$ cat src/rtl/sobel_pkg.sv
package sobel_pkg;

    typedef enum logic [1:0] {
        ST_IDLE  = 2'd0,
        ST_RUN   = 2'd1,
        ST_DRAIN = 2'd2
    } eng_state_e;

    localparam int TAPS      = 9;
    localparam int SLOT_LEN  = 10;
    localparam int EXT_BITS  = 3;

endpackage

$ cat src/rtl/sobel_addr_gen.sv
module sobel_addr_gen #(
    parameter int IMG_W  = 256,
    parameter int IMG_H  = 256,
    parameter int ADDR_W = 17
) (
    input  logic              clk,
    input  logic              rst_n,
    input  logic              load,
    input  logic [ADDR_W-1:0] base,
    input  logic              step,
    output logic [ADDR_W-1:0] win_addr,
    output logic              last_win
);
    localparam int XW = $clog2(IMG_W);
    localparam int YW = $clog2(IMG_H);
    localparam logic [XW-1:0] X_LAST = XW'(IMG_W - 3);
    localparam logic [YW-1:0] Y_LAST = YW'(IMG_H - 3);
    localparam logic [ADDR_W-1:0] ROW_JUMP = ADDR_W'(3);

    typedef struct packed {
        logic [XW-1:0]     x;
        logic [YW-1:0]     y;
        logic [ADDR_W-1:0] addr;
    } ag_t;

    ag_t cur_q, nxt_d;

    always_comb begin
        nxt_d = cur_q;
        if (load) begin
            nxt_d.x    = '0;
            nxt_d.y    = '0;
            nxt_d.addr = base;
        end else if (step) begin
            if (cur_q.x == X_LAST) begin
                nxt_d.x    = '0;
                nxt_d.y    = cur_q.y + YW'(1);
                nxt_d.addr = cur_q.addr + ROW_JUMP;
            end else begin
                nxt_d.x    = cur_q.x + XW'(1);
                nxt_d.addr = cur_q.addr + ADDR_W'(1);
            end
        end
    end

    always_ff @(posedge clk or negedge rst_n) begin
        if (!rst_n) cur_q <= '0;
        else        cur_q <= nxt_d;
    end

    assign win_addr = cur_q.addr;
    assign last_win = (cur_q.x == X_LAST) && (cur_q.y == Y_LAST);


    win_range_chk: assert property (@(posedge clk) disable iff (!rst_n)
        (cur_q.x <= X_LAST) && (cur_q.y <= Y_LAST));

endmodule

$ cat src/rtl/sobel_window.sv
module sobel_window #(
    parameter int PIX_W = 8
) (
    input  logic                  clk,
    input  logic                  rst_n,
    input  logic                  shift_en,
    input  logic                  shift_last,
    input  logic [PIX_W-1:0]      din,
    output logic [8:0][PIX_W-1:0] win,
    output logic                  win_vld
);
    typedef struct packed {
        logic [8:0][PIX_W-1:0] taps;
        logic                  vld;
    } wn_t;

    wn_t cur_q, nxt_d;

    always_comb begin
        nxt_d     = cur_q;
        nxt_d.vld = shift_en && shift_last;
        if (shift_en) begin
            nxt_d.taps = {din, cur_q.taps[8:1]};
        end
    end

    always_ff @(posedge clk or negedge rst_n) begin
        if (!rst_n) cur_q <= '0;
        else        cur_q <= nxt_d;
    end

    assign win     = cur_q.taps;
    assign win_vld = cur_q.vld;


    last_needs_shift_chk: assert property (@(posedge clk) disable iff (!rst_n)
        shift_last |-> shift_en);

endmodule

$ cat src/rtl/sobel_grad.sv
module sobel_grad #(
    parameter int PIX_W = 8
) (
    input  logic                  clk,
    input  logic                  rst_n,
    input  logic                  in_vld,
    input  logic [8:0][PIX_W-1:0] win,
    output logic                  out_vld,
    output logic [PIX_W-1:0]      out_pix
);
    localparam int GW = PIX_W + sobel_pkg::EXT_BITS;
    localparam logic [GW-1:0] MAXP = GW'((1 << PIX_W) - 1);

    typedef struct packed {
        logic [GW-1:0]    gx;
        logic [GW-1:0]    gy;
        logic             v1;
        logic [PIX_W-1:0] pix;
        logic             v2;
    } gr_t;

    gr_t cur_q, nxt_d;

    function automatic logic [GW-1:0] ext(input logic [PIX_W-1:0] p);
        return {{sobel_pkg::EXT_BITS{1'b0}}, p};
    endfunction

    logic [GW-1:0] ax, ay, mag;

    always_comb begin
        ax  = cur_q.gx[GW-1] ? (~cur_q.gx + GW'(1)) : cur_q.gx;
        ay  = cur_q.gy[GW-1] ? (~cur_q.gy + GW'(1)) : cur_q.gy;
        mag = ax + ay;
    end

    always_comb begin
        nxt_d    = cur_q;
        nxt_d.v1 = in_vld;
        if (in_vld) begin
            nxt_d.gx = (ext(win[2]) + (ext(win[5]) << 1) + ext(win[8]))
                     - (ext(win[0]) + (ext(win[3]) << 1) + ext(win[6]));
            nxt_d.gy = (ext(win[6]) + (ext(win[7]) << 1) + ext(win[8]))
                     - (ext(win[0]) + (ext(win[1]) << 1) + ext(win[2]));
        end
        nxt_d.v2 = cur_q.v1;
        if (cur_q.v1) begin
            nxt_d.pix = (mag > MAXP) ? '1 : mag[PIX_W-1:0];
        end
    end

    always_ff @(posedge clk or negedge rst_n) begin
        if (!rst_n) cur_q <= '0;
        else        cur_q <= nxt_d;
    end

    assign out_vld = cur_q.v2;
    assign out_pix = cur_q.pix;

    logic flat;
    always_comb begin
        flat = 1'b1;
        for (int i = 1; i < 9; i++) begin
            if (win[i] != win[0]) flat = 1'b0;
        end
    end


    flat_zero_chk: assert property (@(posedge clk) disable iff (!rst_n)
        (in_vld && flat) |=> ##1 (out_vld && (out_pix == '0)));

endmodule

$ cat src/rtl/sobel_inplace_engine.sv
module sobel_inplace_engine #(
    parameter int IMG_W  = 256,
    parameter int IMG_H  = 256,
    parameter int PIX_W  = 8,
    parameter int ADDR_W = 17
) (
    input  logic              clk,
    input  logic              rst_n,
    input  logic              cmd_start,
    input  logic              cmd_stop,
    input  logic [ADDR_W-1:0] cmd_base,
    output logic              ram_en,
    output logic              ram_we,
    output logic [ADDR_W-1:0] ram_addr,
    output logic [PIX_W-1:0]  ram_wdata,
    input  logic [PIX_W-1:0]  ram_rdata,
    output logic              busy,
    output logic              done
);
    import sobel_pkg::*;

    localparam logic [3:0] SLOT_WR  = 4'(SLOT_LEN - 1);
    localparam logic [3:0] SLOT_LRD = 4'(SLOT_LEN - 2);
    localparam logic [ADDR_W-1:0] ROW1 = ADDR_W'(IMG_W);
    localparam logic [ADDR_W-1:0] ROW2 = ADDR_W'(2 * IMG_W);

    typedef struct packed {
        eng_state_e        state;
        logic [3:0]        slot;
        logic [1:0]        r;
        logic [1:0]        c;
        logic              have_prev;
        logic              stop_pend;
        logic [ADDR_W-1:0] prev_addr;
        logic              rd_vld;
        logic              rd_last;
        logic              done;
    } seq_t;

    seq_t cur_q, nxt_d;

    logic [ADDR_W-1:0]     win_addr;
    logic                  last_win;
    logic                  ag_load, ag_step;
    logic [8:0][PIX_W-1:0] win;
    logic                  win_vld;
    logic                  res_vld;
    logic [PIX_W-1:0]      res_pix;

    logic              rd_now, wr_slot, stop_now, wr_now;
    logic [ADDR_W-1:0] row_off, rd_addr;

    always_comb begin
        rd_now   = (cur_q.state == ST_RUN) && (cur_q.slot < SLOT_WR);
        wr_slot  = (cur_q.state != ST_IDLE) && (cur_q.slot == SLOT_WR);
        stop_now = cur_q.stop_pend || cmd_stop;
        wr_now   = wr_slot && cur_q.have_prev && !stop_now;
        case (cur_q.r)
            2'd1:    row_off = ROW1;
            2'd2:    row_off = ROW2;
            default: row_off = '0;
        endcase
        rd_addr  = win_addr + row_off + ADDR_W'(cur_q.c);
        ag_load  = (cur_q.state == ST_IDLE) && cmd_start;
        ag_step  = (cur_q.state == ST_RUN) && (cur_q.slot == SLOT_WR)
                   && !stop_now && !last_win;
    end

    always_comb begin
        nxt_d         = cur_q;
        nxt_d.done    = 1'b0;
        nxt_d.rd_vld  = rd_now;
        nxt_d.rd_last = rd_now && (cur_q.slot == SLOT_LRD);
        case (cur_q.state)
            ST_IDLE: begin
                if (cmd_start) begin
                    nxt_d.state     = ST_RUN;
                    nxt_d.slot      = '0;
                    nxt_d.r         = '0;
                    nxt_d.c         = '0;
                    nxt_d.have_prev = 1'b0;
                    nxt_d.stop_pend = 1'b0;
                end
            end
            default: begin
                if (cmd_stop) nxt_d.stop_pend = 1'b1;
                if (cur_q.slot == SLOT_WR) begin
                    nxt_d.slot = '0;
                    nxt_d.r    = '0;
                    nxt_d.c    = '0;
                    if (stop_now) begin
                        nxt_d.state = ST_IDLE;
                    end else if (cur_q.state == ST_DRAIN) begin
                        nxt_d.state = ST_IDLE;
                        nxt_d.done  = 1'b1;
                    end else begin
                        nxt_d.have_prev = 1'b1;
                        nxt_d.prev_addr = win_addr;
                        nxt_d.state     = last_win ? ST_DRAIN : ST_RUN;
                    end
                end else begin
                    nxt_d.slot = cur_q.slot + 4'd1;
                    if (cur_q.c == 2'd2) begin
                        nxt_d.c = '0;
                        nxt_d.r = cur_q.r + 2'd1;
                    end else begin
                        nxt_d.c = cur_q.c + 2'd1;
                    end
                end
            end
        endcase
    end

    always_ff @(posedge clk or negedge rst_n) begin
        if (!rst_n) cur_q <= '0;
        else        cur_q <= nxt_d;
    end

    sobel_addr_gen #(
        .IMG_W (IMG_W),
        .IMG_H (IMG_H),
        .ADDR_W(ADDR_W)
    ) u_addr (
        .clk     (clk),
        .rst_n   (rst_n),
        .load    (ag_load),
        .base    (cmd_base),
        .step    (ag_step),
        .win_addr(win_addr),
        .last_win(last_win)
    );

    sobel_window #(.PIX_W(PIX_W)) u_win (
        .clk       (clk),
        .rst_n     (rst_n),
        .shift_en  (cur_q.rd_vld),
        .shift_last(cur_q.rd_last),
        .din       (ram_rdata),
        .win       (win),
        .win_vld   (win_vld)
    );

    sobel_grad #(.PIX_W(PIX_W)) u_grad (
        .clk    (clk),
        .rst_n  (rst_n),
        .in_vld (win_vld),
        .win    (win),
        .out_vld(res_vld),
        .out_pix(res_pix)
    );

    assign ram_en    = rd_now || wr_now;
    assign ram_we    = wr_now;
    assign ram_addr  = wr_now ? cur_q.prev_addr : rd_addr;
    assign ram_wdata = res_pix;
    assign busy      = (cur_q.state != ST_IDLE);
    assign done      = cur_q.done;

    logic              chk_seen_q, chk_res_q;
    logic [ADDR_W-1:0] chk_base_q, chk_off_q;
    always_ff @(posedge clk or negedge rst_n) begin
        if (!rst_n) begin
            chk_seen_q <= 1'b0;
            chk_res_q  <= 1'b0;
            chk_base_q <= '0;
            chk_off_q  <= '0;
        end else if (ag_load) begin
            chk_seen_q <= 1'b0;
            chk_res_q  <= 1'b0;
            chk_base_q <= cmd_base;
        end else begin
            if (res_vld) chk_res_q <= 1'b1;
            if (ram_we) begin
                chk_seen_q <= 1'b1;
                chk_off_q  <= ram_addr - chk_base_q;
            end
        end
    end


    raster_order_chk: assert property (@(posedge clk) disable iff (!rst_n)
        (ram_we && chk_seen_q) |-> ((ram_addr - chk_base_q) > chk_off_q));


    wr_has_result_chk: assert property (@(posedge clk) disable iff (!rst_n)
        ram_we |-> chk_res_q);


    wr_gap_chk: assert property (@(posedge clk) disable iff (!rst_n)
        ram_we |=> !ram_we);


    done_pulse_chk: assert property (@(posedge clk) disable iff (!rst_n)
        done |=> !done);


    done_idle_chk: assert property (@(posedge clk) disable iff (!rst_n)
        done |-> !busy);


    idle_quiet_chk: assert property (@(posedge clk) disable iff (!rst_n)
        !busy |-> !ram_en);

endmodule

$ cat config.mk
export PLATFORM = sky130hd
export DESIGN_NAME = sobel_inplace_engine
export DESIGN_NICKNAME = d
export VERILOG_FILES = /design/src/rtl/sobel_pkg.sv /design/src/rtl/sobel_addr_gen.sv /design/src/rtl/sobel_window.sv /design/src/rtl/sobel_grad.sv /design/src/rtl/sobel_inplace_engine.sv
export SDC_FILE = /design/constraint.sdc
export NUM_CORES = 1
export LEC_CHECK = 0
export CAP_MARGIN = 20
export CORE_MARGIN = 8
export CORE_UTILIZATION = 60
export CTS_CLUSTER_DIAMETER = 120
export CTS_CLUSTER_SIZE = 16
export DETAILED_ROUTE_END_ITERATION = 12
export PLACE_DENSITY = 0.78
export SLEW_MARGIN = 5
export SYNTH_ARGS = -nofsm -noshare
export SYNTH_HDL_FRONTEND = slang
export SYNTH_HIERARCHICAL = 1
export SYNTH_SLANG_ARGS = --single-unit
$ cat constraint.sdc
create_clock -name clk -period 7.8 [get_ports clk]
set_input_delay 1.56 -clock clk [delete_from_list [all_inputs] [get_ports clk]]
set_output_delay 1.56 -clock clk [all_outputs]
set_load 0.01 [all_outputs]
Word-level counts from Yosys, hierarchy flattened. Index checks and enable logic that the tools add are counted.

Output and inout port bits: 29. Logic and storage cells: 123. Bits in registers: 169.

Reductions and logical operators: 28. Multiplexer cells: 27. Eq/ne operators: 12. Bitwise operators: 5. $add $sub $neg: 22. Magnitude comparators: 2.

Operators with widths (number): 2-to-1 mux 33 bit (2); adder 11 x 8 -> 11 bit (4); adder 8 x 9 -> 10 bit (4); 2-to-1 mux 17 bit (2); 2-to-1 mux 8 bit (4); 2-to-1 mux 12 bit (2); adder 11 x 1 -> 11 bit, second input constant (2); 2-to-1 mux 11 bit (2); inverter 11 bit (2); subtractor 11 bit (2); one-hot mux 10 bit (2 select lines) (1); adder 17 x 1 -> 17 bit, second input constant (1); adder 17 bit (1); adder 17 x 2 -> 17 bit (1); adder 17 x 2 -> 17 bit, second input constant (1); adder 8 x 1 -> 8 bit, second input constant (2); equality test 8 bit, second input constant (2); 2-to-1 mux 2 bit (6); adder 11 bit (1); greater-than comparator 11 x 8 -> 1 bit, second input constant (1); logical AND 1 bit (11); nonzero test 2 bit (5); equality test 4 bit, second input constant (2); 2-to-1 mux 1 bit (8); other kinds (14) (27).

Depth between registers and ports, before layout.
Depth in word-level cells: 7. Gate-level depth with buffers: 14. Gate-level depth less buffers: 14.

Cells and area by module. Netlist, hierarchy kept.

By module, submodules not included: sobel_grad (area each 4274.1 µm², seq. area each 800.8 µm², instances 1, cells an instance 429); sobel_window (area each 3054.2 µm², seq. area each 1826.8 µm², instances 1, cells an instance 154); sobel_addr_gen (area each 2030.7 µm², seq. area each 825.8 µm², instances 1, cells an instance 216); sobel_inplace_engine (area each 1938.1 µm², seq. area each 800.8 µm², instances 1, cells an instance 211).

Worst setup path after synthesis. No wires, ideal clock.

Path type: input-to-output. Start: input port cmd_stop. End: output port ram_addr[3]. Arrival time: 2.486 ns. Cell stages on the path: 6. Path buffers: 1. Path slack: 3.754 ns. Cell sequence: nor2_1 > nand3_1 > inv_1 > buf_2 > nand2_1 > o21ai_0.

Word-level cells in the longest chain between the ends: 4.

RTL lines: from (decl) (line sobel_inplace_engine.sv:10) `input logic cmd_stop,`; logical OR 1 bit (line sobel_inplace_engine.sv:56) `stop_now = cur_q.stop_pend || cmd_stop;`; zero test 1 bit (line sobel_inplace_engine.sv:57) `wr_now = wr_slot && cur_q.have_prev && !stop_now;`; logical AND 1 bit (line sobel_inplace_engine.sv:57); named net ram_we (line sobel_inplace_engine.sv:13) `output logic ram_we,`; 2-to-1 mux 17 bit (line sobel_inplace_engine.sv:154) `assign ram_addr = wr_now ? cur_q.prev_addr : rd_addr;`; to (decl) (line sobel_inplace_engine.sv:14) `output logic [ADDR_W-1:0] ram_addr,`.

The timed path passes the listed nets, and every way through them passes these cells.

Final worst setup path.
Start: input port cmd_stop. End: output port ram_addr[10].

Word-level cells in the longest chain between the ends: 4.

RTL lines (line): logical OR 1 bit (sobel_inplace_engine.sv:56); zero test 1 bit (sobel_inplace_engine.sv:57); logical AND 1 bit (sobel_inplace_engine.sv:57); 2-to-1 mux 17 bit (sobel_inplace_engine.sv:154).

Every way passes these cells.

==> impl_metrics.csv <==
group,metric,value,unit
status,status,"finished clean",
global_route,grt_max_degree,106,
setup_path,r2r_cells,12,
place,port_buffers,57,
place,dpl.hpwl,15.71,mm
routing,routedWlPerCell,17.02,um
clocking,clk_pin_slew_worst_paths,0.06,ns
logic_synthesis,synth_fp_nets,1150,
clocking,ctsLongestPathBuffers,2,
timing,finalMaxSlewViolations,0,
setup_path,critPathArrivalTime,4.27,ns
setup_path,end_kind,"output pin",
clocking,hold_buffers,0,
timing,grt_setup_unrepaired,"no",
place,place_area,11750,um2
logic_synthesis,synth_area,11270,um2
timing,final_hold_viol_count,0,
routing,viasPerCell,5.645,
routing,drc,0,
routing,first_pass_iters,4,
clocking,root_buffer,"clkbuf_16",
floorplan,die_area,23430,um2
cells_and_area,syn_to_final_growth,9.691,%
floorplan,fp-row-count,50,
global_route,grt-ovfl-total,0,
timing,tightest_slew,0.9982,ns
timing,finalSetupViolCount,0,
clocking,cts.sinks,169,
clocking,insertion_delay,0.42,ns
clocking,post_cts_buffers,0,
timing,timing.fmax,0.1715,GHz
clocking,cts_tree,"yes",
floorplan,core,18580,um2
timing,skew,0.01041,ns
timing,slew_headroom,33.45,%
routing,drtAntennaViolNets,0,
routing,drt_wl_total,21.80,mm
global_route,grt_pass1_wl,37.68,mm
cells_and_area,final_area,12360,um2
place,place.gp.congestion,0.8333,
global_route,grt_pass1_vias,7612,
floorplan,ios,58,
clocking,cts_max_level,4,
clocking,ctsResizeCount,0,
place,place_inst,1250,
floorplan,die_h,153.1,um
setup_path,worst_ep_required_time,6.24,ns
floorplan,die_x,153.1,um
setup_path,critPathKind,"in -> out",
floorplan,start_util,60.67,%
cells_and_area,nets,1176,
logic_synthesis,yosysWarnings,6,
cells_and_area,drive_gt1_share,15.00,%
job,drv_cap,0,
logic_synthesis,avgSynthCellArea,11.17,um2
routing,drtIter0Drc,383,
setup_path,path_max_fanout,22,
timing,final.setup.tns,0,ns
global_route,antenna_found_initial,1,
timing,fin_crit_sh,74.75,%
hold_path,min_path_type,"reg -> reg",
hold_path,hold_depth,1,
clocking,cts-buffers-inserted,17,
cells_and_area,final_cells,1281,
routing,vias,7231,
cells_and_area,fillers,1387,
cells_and_area,antenna_cells,0,
timing,period_minus_slack,5.830,ns
global_route,grt.total_usage,19.49,%
setup_path,start_kind,"input pin",
logic_synthesis,netlist_instances,1009,
cells in the final DEF (no fill, tap or decap), types with 10 or more instances in the layout:
master / count
dfrtp_1: 168
o31ai_1: 13
o21ai_0: 51
nand2b_1: 10
ha_1: 47
xnor2_1: 47
nand4_1: 10
nor2_1: 45
xor2_1: 17
a21oi_1: 30
fa_1: 65
clkbuf_16: 17
mux2_4: 69
inv_1: 98
nand2_1: 86
nor3_1: 24
clkdlybuf4s50_1: 56
mux2_2: 22
nand3_1: 12
sequential cells by signal, indices dropped and copies added (netlist names):
name / count
done: 1
u_addr/win_addr: 17
u_win/win_vld: 1
cur_q: 31
u_win/win: 72
u_grad/out_pix: 8
u_grad/cur_q: 23
u_addr/cur_q: 16
layout make-up:
cell class                      count  area (um2)  area share [%]
Clock inverter                     11       172.7           1.396
Clock buffer                       20       446.7           3.613
Sequential cell                   169        4233           34.23
Multi-Input combinational cell    687        6246           50.52
Tap cell                          234       292.8           2.368
Inverter                           99       371.6           3.005
Timing Repair Buffer               61       601.8           4.867
final timing paths:
kind,from,end,slack [ns]
max,cmd_stop,ram_addr[10],1.97
min,u_grad/out_pix[0]$_DFFE_PN0P_,u_grad/out_pix[0]$_DFFE_PN0P_,0.49
max reg2reg,u_win/win[50]$_DFFE_PN0P_,u_grad/cur_q[30]$_DFFE_PN0P_,3.81
min reg2reg,u_grad/out_pix[0]$_DFFE_PN0P_,u_grad/out_pix[0]$_DFFE_PN0P_,0.49
max in group asynchronous,rst_n,cur_q[2]$_DFF_PN0_,5.06
min in group asynchronous,rst_n,u_grad/out_pix[2]$_DFFE_PN0P_,1.26
layer usage:
metal	track usage [%]	up-vias	routed length [um]
met2	32.94	120	10790
met3	5.047	36	846
li1	-	3495	-
met5	0	-	11
met4	5.891	2	471
met1	24.16	3578	9674
per-stage QoR:
stage / hold WS (ns) / worst slack [ns] / util [%]
after CTS: 0.4938 / 1.966 / 66.55
after detailed placement: 0.4786 / 1.986 / 63.21
after floorplan: 0.3911 / 3.754 / -
final: 0.4932 / 1.970 / 66.55
after global placement: 0.4682 / 2.009 / 63.21
after global routing: 0.5170 / 1.697 / 66.55
critical path, cell delays in order:
cell and delay, ns:
clkdlybuf4s50_1 0.43, nor2_1 0.27, nand3_1 0.59, inv_1 0.56, nor4_1 0.11, nor3_1 0.19, clkdlybuf4s50_1 0.57
Power is left out: the tool's default activity adds up to more than one toggle a clock period on the data nets, which glitch-free logic cannot reach.
